<file path="src/rtl/pfx_pkg.sv">
package pfx_pkg;
  localparam int LINE_OFS = 6;   // 64-byte lines
  localparam int PAGE_OFS = 12;  // 4 KB pages

  typedef enum logic [1:0] {
    ACC_LOAD  = 2'd0,
    ACC_SWPF  = 2'd1,
    ACC_STORE = 2'd2,
    ACC_OTHER = 2'd3
  } acc_kind_e;
endpackage

</file>
<file path="src/rtl/pfx_set_ctrs.sv">
// Per-set 2-bit saturating counters and trigger decision.
module pfx_set_ctrs #(
  parameter int SET_W = 6
) (
  input  logic             clk,
  input  logic             rst_n,
  input  logic             flush,
  input  logic             cnt_en,
  input  logic [SET_W-1:0] set_idx,
  output logic             trig,
  output logic [SET_W-1:0] trig_tgt
);
  localparam int N_SETS = 1 << SET_W;
  localparam logic [SET_W-1:0] LAST = SET_W'(N_SETS - 1);

  logic [1:0] cnt_q [N_SETS];
  logic [1:0] cnt_d [N_SETS];
  logic [1:0] c_s, c_lo, c_hi, inc;
  logic [2:0] sum_lo, sum_hi;
  logic [SET_W-1:0] s_lo, s_hi;

  assign s_lo = set_idx - SET_W'(1);
  assign s_hi = set_idx + SET_W'(1);

  always_comb begin
    cnt_d    = cnt_q;
    trig     = 1'b0;
    trig_tgt = '0;
    c_s      = cnt_q[set_idx];
    c_lo     = (set_idx != '0)  ? cnt_q[s_lo] : 2'd0;
    c_hi     = (set_idx != LAST) ? cnt_q[s_hi] : 2'd0;
    inc      = (c_s == 2'd3) ? 2'd3 : c_s + 2'd1;
    sum_lo   = {1'b0, inc} + {1'b0, c_lo};
    sum_hi   = {1'b0, inc} + {1'b0, c_hi};
    if (flush) begin
      for (int i = 0; i < N_SETS; i++) cnt_d[i] = 2'd0;
    end else if (cnt_en) begin
      if (inc == 2'd3 && set_idx != LAST) begin
        // same set saturated: next line after it
        trig = 1'b1; trig_tgt = s_hi; cnt_d[set_idx] = 2'd0;
      end else if (c_lo != 2'd0 && sum_lo >= 3'd3) begin
        // pair (set-1, set): next line after the lower set
        trig = 1'b1; trig_tgt = set_idx;
        cnt_d[set_idx] = 2'd0; cnt_d[s_lo] = 2'd0;
      end else if (c_hi != 2'd0 && sum_hi >= 3'd3) begin
        // pair (set, set+1)
        trig = 1'b1; trig_tgt = s_hi;
        cnt_d[set_idx] = 2'd0; cnt_d[s_hi] = 2'd0;
      end else begin
        cnt_d[set_idx] = inc;  // at the page edge this saturates silently
      end
    end
  end

  always_ff @(posedge clk or negedge rst_n) begin
    if (!rst_n) begin
      for (int i = 0; i < N_SETS; i++) cnt_q[i] <= 2'd0;
    end else if (flush || cnt_en) begin
      cnt_q <= cnt_d;
    end
  end
endmodule

</file>
<file path="src/rtl/pfx_page_tab.sv">
// Fully associative table of tracked pages with round-robin replacement.
module pfx_page_tab #(
  parameter int N     = 4,
  parameter int PPN_W = 20,
  parameter int SET_W = 6
) (
  input  logic                      clk,
  input  logic                      rst_n,
  input  logic                      flush,
  input  logic                      trk_en,
  input  logic                      kill_en,
  input  logic [PPN_W-1:0]          ppn,
  input  logic [SET_W-1:0]          set_idx,
  output logic [N-1:0]              nxt_vld,
  output logic [N-1:0][PPN_W-1:0]   nxt_ppn,
  output logic [N-1:0][SET_W-1:0]   nxt_last
);
  localparam int PTR_W = (N > 1) ? $clog2(N) : 1;

  logic [N-1:0]            vld_q;
  logic [N-1:0][PPN_W-1:0] ppn_q;
  logic [N-1:0][SET_W-1:0] last_q;
  logic [PTR_W-1:0]        ptr_q, ptr_d;
  logic [N-1:0]            hit;

  for (genvar g = 0; g < N; g++) begin : g_cmp
    assign hit[g] = vld_q[g] && (ppn_q[g] == ppn);
  end

  always_comb begin
    nxt_vld  = vld_q;
    nxt_ppn  = ppn_q;
    nxt_last = last_q;
    ptr_d    = ptr_q;
    if (flush) begin
      nxt_vld = '0;
      ptr_d   = '0;
    end else if (kill_en) begin
      nxt_vld = vld_q & ~hit;
    end else if (trk_en) begin
      if (|hit) begin
        for (int i = 0; i < N; i++) if (hit[i]) nxt_last[i] = set_idx;
      end else begin
        nxt_vld[ptr_q]  = 1'b1;
        nxt_ppn[ptr_q]  = ppn;
        nxt_last[ptr_q] = set_idx;
        ptr_d = (ptr_q == PTR_W'(N - 1)) ? '0 : ptr_q + PTR_W'(1);
      end
    end
  end

  always_ff @(posedge clk or negedge rst_n) begin
    if (!rst_n) begin
      vld_q  <= '0;
      ppn_q  <= '0;
      last_q <= '0;
      ptr_q  <= '0;
    end else if (flush || kill_en || trk_en) begin
      vld_q  <= nxt_vld;
      ppn_q  <= nxt_ppn;
      last_q <= nxt_last;
      ptr_q  <= ptr_d;
    end
  end
endmodule

</file>
<file path="src/rtl/pfx_issue.sv">
// Holds one burst of next-line requests and offers them one per cycle.
module pfx_issue #(
  parameter int N     = 4,
  parameter int PPN_W = 20,
  parameter int SET_W = 6
) (
  input  logic                     clk,
  input  logic                     rst_n,
  input  logic                     flush,
  input  logic                     start,
  input  logic [N-1:0]             start_mask,
  input  logic [SET_W-1:0]         start_tgt,
  input  logic [N-1:0][PPN_W-1:0]  start_ppn,
  input  logic                     pf_ready,
  output logic                     pf_valid,
  output logic [PPN_W+SET_W-1:0]   pf_line
);
  localparam int SEL_W = (N > 1) ? $clog2(N) : 1;

  logic [N-1:0]            pend_q, pend_d;
  logic [N-1:0][PPN_W-1:0] ppn_q;
  logic [SET_W-1:0]        tgt_q;
  logic [SEL_W-1:0]        sel;
  logic                    busy, load;

  assign busy = |pend_q;
  assign load = start && !busy && !flush;

  always_comb begin
    sel = '0;
    for (int i = N - 1; i >= 0; i--) if (pend_q[i]) sel = SEL_W'(i);
  end

  always_comb begin
    pend_d = pend_q;
    if (flush)          pend_d = '0;
    else if (busy) begin
      if (pf_ready)     pend_d[sel] = 1'b0;
      else              pend_d = '0;       // refused: abandon the burst
    end else if (start) pend_d = start_mask;
  end

  assign pf_valid = busy;
  assign pf_line  = {ppn_q[sel], tgt_q};

  always_ff @(posedge clk or negedge rst_n) begin
    if (!rst_n) pend_q <= '0;
    else        pend_q <= pend_d;
  end

  always_ff @(posedge clk or negedge rst_n) begin
    if (!rst_n) begin
      ppn_q <= '0;
      tgt_q <= '0;
    end else if (load) begin
      ppn_q <= start_ppn;
      tgt_q <= start_tgt;
    end
  end
endmodule

</file>
<file path="src/rtl/pg_nl_prefetch.sv">
module pg_nl_prefetch #(
  parameter int PA_W    = 32,
  parameter int N_PAGES = 4,
  localparam int LA_W   = PA_W - pfx_pkg::LINE_OFS
) (
  input  logic            clk,
  input  logic            rst_n,
  input  logic            flush,
  input  logic            acc_valid,
  input  logic [1:0]      acc_kind,
  input  logic [LA_W-1:0] acc_line,
  input  logic            acc_dirty,
  input  logic            acc_wb,
  output logic            pf_valid,
  input  logic            pf_ready,
  output logic [LA_W-1:0] pf_line
);
  import pfx_pkg::*;
  localparam int SET_W = PAGE_OFS - LINE_OFS;
  localparam int PPN_W = PA_W - PAGE_OFS;

  logic [1:0] rst_sync;
  logic       rst_core_n;
  always_ff @(posedge clk or negedge rst_n) begin
    if (!rst_n) rst_sync <= 2'b00;
    else        rst_sync <= {rst_sync[0], 1'b1};
  end
  assign rst_core_n = rst_sync[1];

  logic [PPN_W-1:0] acc_ppn;
  logic [SET_W-1:0] acc_set;
  logic             is_read, qual, kill;
  assign acc_ppn = acc_line[LA_W-1:SET_W];
  assign acc_set = acc_line[SET_W-1:0];
  assign is_read = (acc_kind == ACC_LOAD) || (acc_kind == ACC_SWPF);
  assign qual    = acc_valid && acc_wb && !acc_dirty && is_read;
  assign kill    = acc_valid && acc_wb && (acc_dirty || acc_kind == ACC_STORE);

  logic             trig;
  logic [SET_W-1:0] trig_tgt;
  logic [N_PAGES-1:0]             nxt_vld, mask;
  logic [N_PAGES-1:0][PPN_W-1:0]  nxt_ppn;
  logic [N_PAGES-1:0][SET_W-1:0]  nxt_last;

  pfx_set_ctrs #(.SET_W(SET_W)) u_ctrs (
    .clk(clk), .rst_n(rst_core_n), .flush(flush), .cnt_en(qual),
    .set_idx(acc_set), .trig(trig), .trig_tgt(trig_tgt)
  );

  pfx_page_tab #(.N(N_PAGES), .PPN_W(PPN_W), .SET_W(SET_W)) u_tab (
    .clk(clk), .rst_n(rst_core_n), .flush(flush), .trk_en(qual),
    .kill_en(kill), .ppn(acc_ppn), .set_idx(acc_set),
    .nxt_vld(nxt_vld), .nxt_ppn(nxt_ppn), .nxt_last(nxt_last)
  );

  // skip pages whose latest access already covers the target line
  for (genvar g = 0; g < N_PAGES; g++) begin : g_mask
    assign mask[g] = nxt_vld[g] && (nxt_last[g] != trig_tgt);
  end

  pfx_issue #(.N(N_PAGES), .PPN_W(PPN_W), .SET_W(SET_W)) u_iss (
    .clk(clk), .rst_n(rst_core_n), .flush(flush), .start(trig),
    .start_mask(mask), .start_tgt(trig_tgt), .start_ppn(nxt_ppn),
    .pf_ready(pf_ready), .pf_valid(pf_valid), .pf_line(pf_line)
  );
endmodule

</file>
<file path="config.mk">
export PLATFORM = sky130hd
export DESIGN_NAME = pg_nl_prefetch
export DESIGN_NICKNAME = d
export VERILOG_FILES = /design/src/rtl/pfx_pkg.sv /design/src/rtl/pfx_set_ctrs.sv /design/src/rtl/pfx_page_tab.sv /design/src/rtl/pfx_issue.sv /design/src/rtl/pg_nl_prefetch.sv
export SDC_FILE = /design/constraint.sdc
export NUM_CORES = 1
export LEC_CHECK = 0
export ABC_CLOCK_PERIOD_IN_PS = 9400
export CAP_MARGIN = 30
export CORE_ASPECT_RATIO = 0.7
export CORE_MARGIN = 2
export CORE_UTILIZATION = 35
export DETAILED_ROUTE_END_ITERATION = 10
export PLACE_DENSITY = 0.52
export SETUP_SLACK_MARGIN = 0.05
export SLEW_MARGIN = 10
export SYNTH_ARGS = -nofsm -noshare
export SYNTH_HDL_FRONTEND = slang
export SYNTH_SLANG_ARGS = --single-unit
</file>
<file path="constraint.sdc">
create_clock -name clk -period 9.4 [get_ports clk]
set_input_delay 1.88 -clock clk [delete_from_list [all_inputs] [get_ports clk]]
set_output_delay 1.88 -clock clk [all_outputs]
set_load 0.05 [all_outputs]
</file>
==> impl_metrics.toml <==
[outcome]
status = "complete, no violations"

[synth]
synth_seq_cells = 330
syn_avg_cell_area_um2 = 8.26
synth-main-ff-cell = "dfrtp_1"
synth_cell_types = 111
synth_cells = 3019
synth_area_um2 = 24900
async_flop_share_pct = 100
synth_warnings = 0
synth_edf_count = 0
syn_nets = 3064
seq_area_frac_synth_pct = 33.1

[worst_setup_path]
crit_family = "compound AO/OA/AOI/OAI gates"
worst-path-buf-inv = 4
worstSetupPathType = "in -> reg"
cp_slowest_cell = "xor2_4"
worstSetupStartpointType = "primary input"
crit_fanout = 45
worst_ep_required_time_ps = 9880
end_kind = "flip-flop"
cp.depth = 20
rr_endpoint = "u_ctrs.cnt_q[41]"
cp_cell_sequence = "buf_6 > inv_2 > ha_2 > xor2_4 > mux4_2 > o21ai_1 > a31oi_1 > nor3_4 > nor2_1 > ha_1 > fa_1 > a21o_1 > o2111ai_2 > o22ai_4 > buf_4 > a211oi_4 > a21oi_2 > buf_4 > o21ai_0 > a32o_1"
cpPeakStageDelay_ps = 750
rr_startpoint = "u_ctrs.cnt_q[35]"
crit_start = "acc_line[0]"
rr_worst_depth = 17
crit_path_frequent_cell = "buf_4"
r2r_slack_ps = 3590
cp_data_arrival_time_ps = 8300

[routing]
drtIter0Drc = 3925
vias_per_cell = 6.65
finalWirelength_um = 138000
avgRoutedWirePerCell_um = 34.4
num_vias = 26668
ant_nets = 0
drc = 0
drt_first_pass_iters = 7

[worst_hold_path]
min_to = "rst_sync[1]"
min_path_type = "reg -> reg"
hold_depth = 0
worstHoldStart = "rst_sync[0]"

[sta]
tns_ps = 0
clock.fmax_mhz = 128
rsz0062_at_grt = "no"
finalCritPeriodShare_pct = 83.2
finalSetupViolations = 0
setup_slack_ps = 1580
min_period_ps = 7820
drv_slew = 0
slew-limit-headroom_pct = 24.0
hold_violations = 0
max_slew.worst_pin.slew_ps = 1140
fin_skew_ps = 22.4

[floorplan]
io_pins = 62
coreArea_um2 = 70100
fp.dieH_um = 227
die-area_um2 = 73400
placementRows = 81
start_util_pct = 35.6
die_w_um = 323

[clock_network]
ctsHoldBuffers = 0
cts_resized = 0
root_buffer = "clkbuf_16"
cts-buffers-inserted = 39
ctsLongestPathBuffers = 3
htreeDepth = 2
clkTransAtPathRegs_ps = 60
clkSinkCount = 330
cts_tree = "done"
clk_latency_ps = 600
cts_setup_buffers = 0

[final_layout]
area_growth_pct = 13.8
seq_area_um2 = 8260
nets = 3065
fillerInstances = 7147
drive_above_1_share_pct = 15.1
multiInputGateArea_um2 = 15500
fin_area_um2 = 28400

[placement]
placed_area_um2 = 27000
place_congestion = 1.04
detailedPlace.worstSlack_ps = 1200
io_buffers = 61
dp_hpwl_um = 94800

[job]
drv_cap = 0

[pwr]
ir_drop_mv = 0.167
power.density_nw_per_um2 = 217
p_leak_uw = 0.0114

[global_route]
grt_pass1_wl_um = 194000
grt_max_degree = 152
antenna_found_initial = 12
grt_util_all_layers_pct = 37.2
grt_pass1_vias = 25052
overflow = 0
cell type report:
| type | instances | area share (%) |
|---|---|---|
| flip-flops and latches | 330 | 29.1 |
| inverters | 39 | 0.516 |
| clock buffers | 57 | 4.03 |
| repair buffers | 205 | 6.76 |
| diodes | 7 | 0.0617 |
| clock inverters | 13 | 0.556 |
| multi-input cells | 2405 | 54.7 |
| well taps | 954 | 4.21 |
placed cells by master, fill, tap and decap left out, types with 18 or more instances in the layout:
master | netlist | layout
o211ai_1 | 48 | 48
a32oi_1 | 20 | 20
clkdlybuf4s50_1 | 0 | 57
o21ai_0 | 264 | 264
a31oi_1 | 36 | 36
mux2i_1 | 96 | 96
nand3_1 | 126 | 125
a22oi_1 | 45 | 45
nor4_1 | 20 | 20
mux4_2 | 50 | 50
clkbuf_16 | 0 | 39
a21oi_1 | 198 | 197
buf_4 | 3 | 126
xor2_1 | 42 | 42
xnor2_1 | 50 | 50
nand2_1 | 619 | 617
nor3_1 | 61 | 50
o22ai_1 | 24 | 24
mux2_2 | 108 | 108
inv_1 | 34 | 34
o2111ai_1 | 18 | 18
nor2_1 | 197 | 185
a221oi_1 | 24 | 24
nand4_1 | 30 | 30
dfrtp_1 | 330 | 329
cells by family (layout without fill, tap and decap cells):
kind of cell | count (synthesis) | in the layout | synth area share (%)
compound gates | 871 | 871 | 22.8
xor+xnor | 98 | 98 | 3.76
fa+ha+maj | 10 | 10 | 0.562
buf+inv | 284 | 314 | 5.32
flops | 330 | 330 | 33.1
mux | 266 | 266 | 13.8
other cells | 1 | 8 | 0.0150
simple gates | 1159 | 1159 | 20.5
stage by stage:
stage | total power [µW] | util [%] | hold WS [ps] | std cells
final | 6160 | 40.5 | 355 | 4010
after global placement | 4410 | 38.2 | 340 | 3917
after detailed placement | 4440 | 38.5 | 344 | 3930
after global routing | 6340 | 40.4 | 361 | 4003
after CTS | 6050 | 40.4 | 360 | 4000
after floorplan | 3240 | - | 331 | 3019
registers in the layout (all words and copies together), names as in the netlist:
signal and cells:
rst_sync 2, u_tab.last_q 24, u_tab.ppn_q 80, u_iss.ppn_q 80, u_tab.vld_q 4, u_iss.pend_q 4
u_iss.tgt_q 6, u_ctrs.cnt_q 128, u_tab.ptr_q 2
worst max path at each step:
stage                        to  slack [ps]
2_1_floorplan   u_iss.pend_q[2]        2160
3_3_place_gp   u_ctrs.cnt_q[41]        1220
3_5_place_dp   u_ctrs.cnt_q[41]        1200
4_1_cts        u_ctrs.cnt_q[41]        1820
5_1_grt        u_ctrs.cnt_q[41]        1460
6_report       u_ctrs.cnt_q[41]        1580
Yosys cell counts, types with 16 or more instances:
| cell type | instances | area (µm²) |
|---|---|---|
| a221oi_1 | 24 | 210 |
| o2111ai_1 | 18 | 158 |
| mux4_2 | 50 | 1130 |
| and3_1 | 16 | 100 |
| a31oi_1 | 36 | 225 |
| a22o_1 | 16 | 140 |
| o211ai_1 | 48 | 360 |
| o22ai_1 | 24 | 150 |
| clkbuf_1 | 139 | 522 |
| xnor2_1 | 50 | 438 |
| nand4_1 | 30 | 188 |
| a32oi_1 | 20 | 175 |
| buf_1 | 26 | 97.6 |
| a22oi_1 | 45 | 338 |
| a21oi_1 | 198 | 991 |
| o21ai_0 | 264 | 1320 |
| mux2i_1 | 96 | 961 |
| buf_2 | 55 | 275 |
| nor2_1 | 197 | 739 |
| nor4_1 | 20 | 125 |
| o21ai_1 | 16 | 80.1 |
| nor3_1 | 61 | 305 |
| nand2_1 | 619 | 2320 |
| mux2_2 | 108 | 1220 |
| buf_6 | 19 | 214 |
| dfrtp_1 | 330 | 8260 |
| xor2_1 | 42 | 368 |
| inv_1 | 34 | 128 |
| nand3_1 | 126 | 631 |
routing by layer:
layer / share of wire, % / GRT usage, % / vias up
met3: 14 / 13.8 / 355
met2: 37 / 47.7 / 1890
li1: - / - / 11032
met5: 0.093 / 0 / -
met4: 3.7 / 13.3 / 16
met1: 45 / 55.7 / 13375
report_power, final:
| group | total [µW] | switching [µW] | internal [µW] |
|---|---|---|---|
| sequential | 1740 | 184 | 1560 |
| combinational | 2810 | 2000 | 807 |
| clock | 1610 | 702 | 905 |
| total | 6160 | 2890 | 3270 |
worst reg2reg max path, delay by kind of cell, from the launching register on:
kind                       cells  cell delay, ps
adders and majority gates      2             760
AOI/OAI and AO/OA             11            3270
and+or+nand+nor                2             490
buffers and inverters          2             680
DFF                            1             480
(Power assumes the default switching activity.)
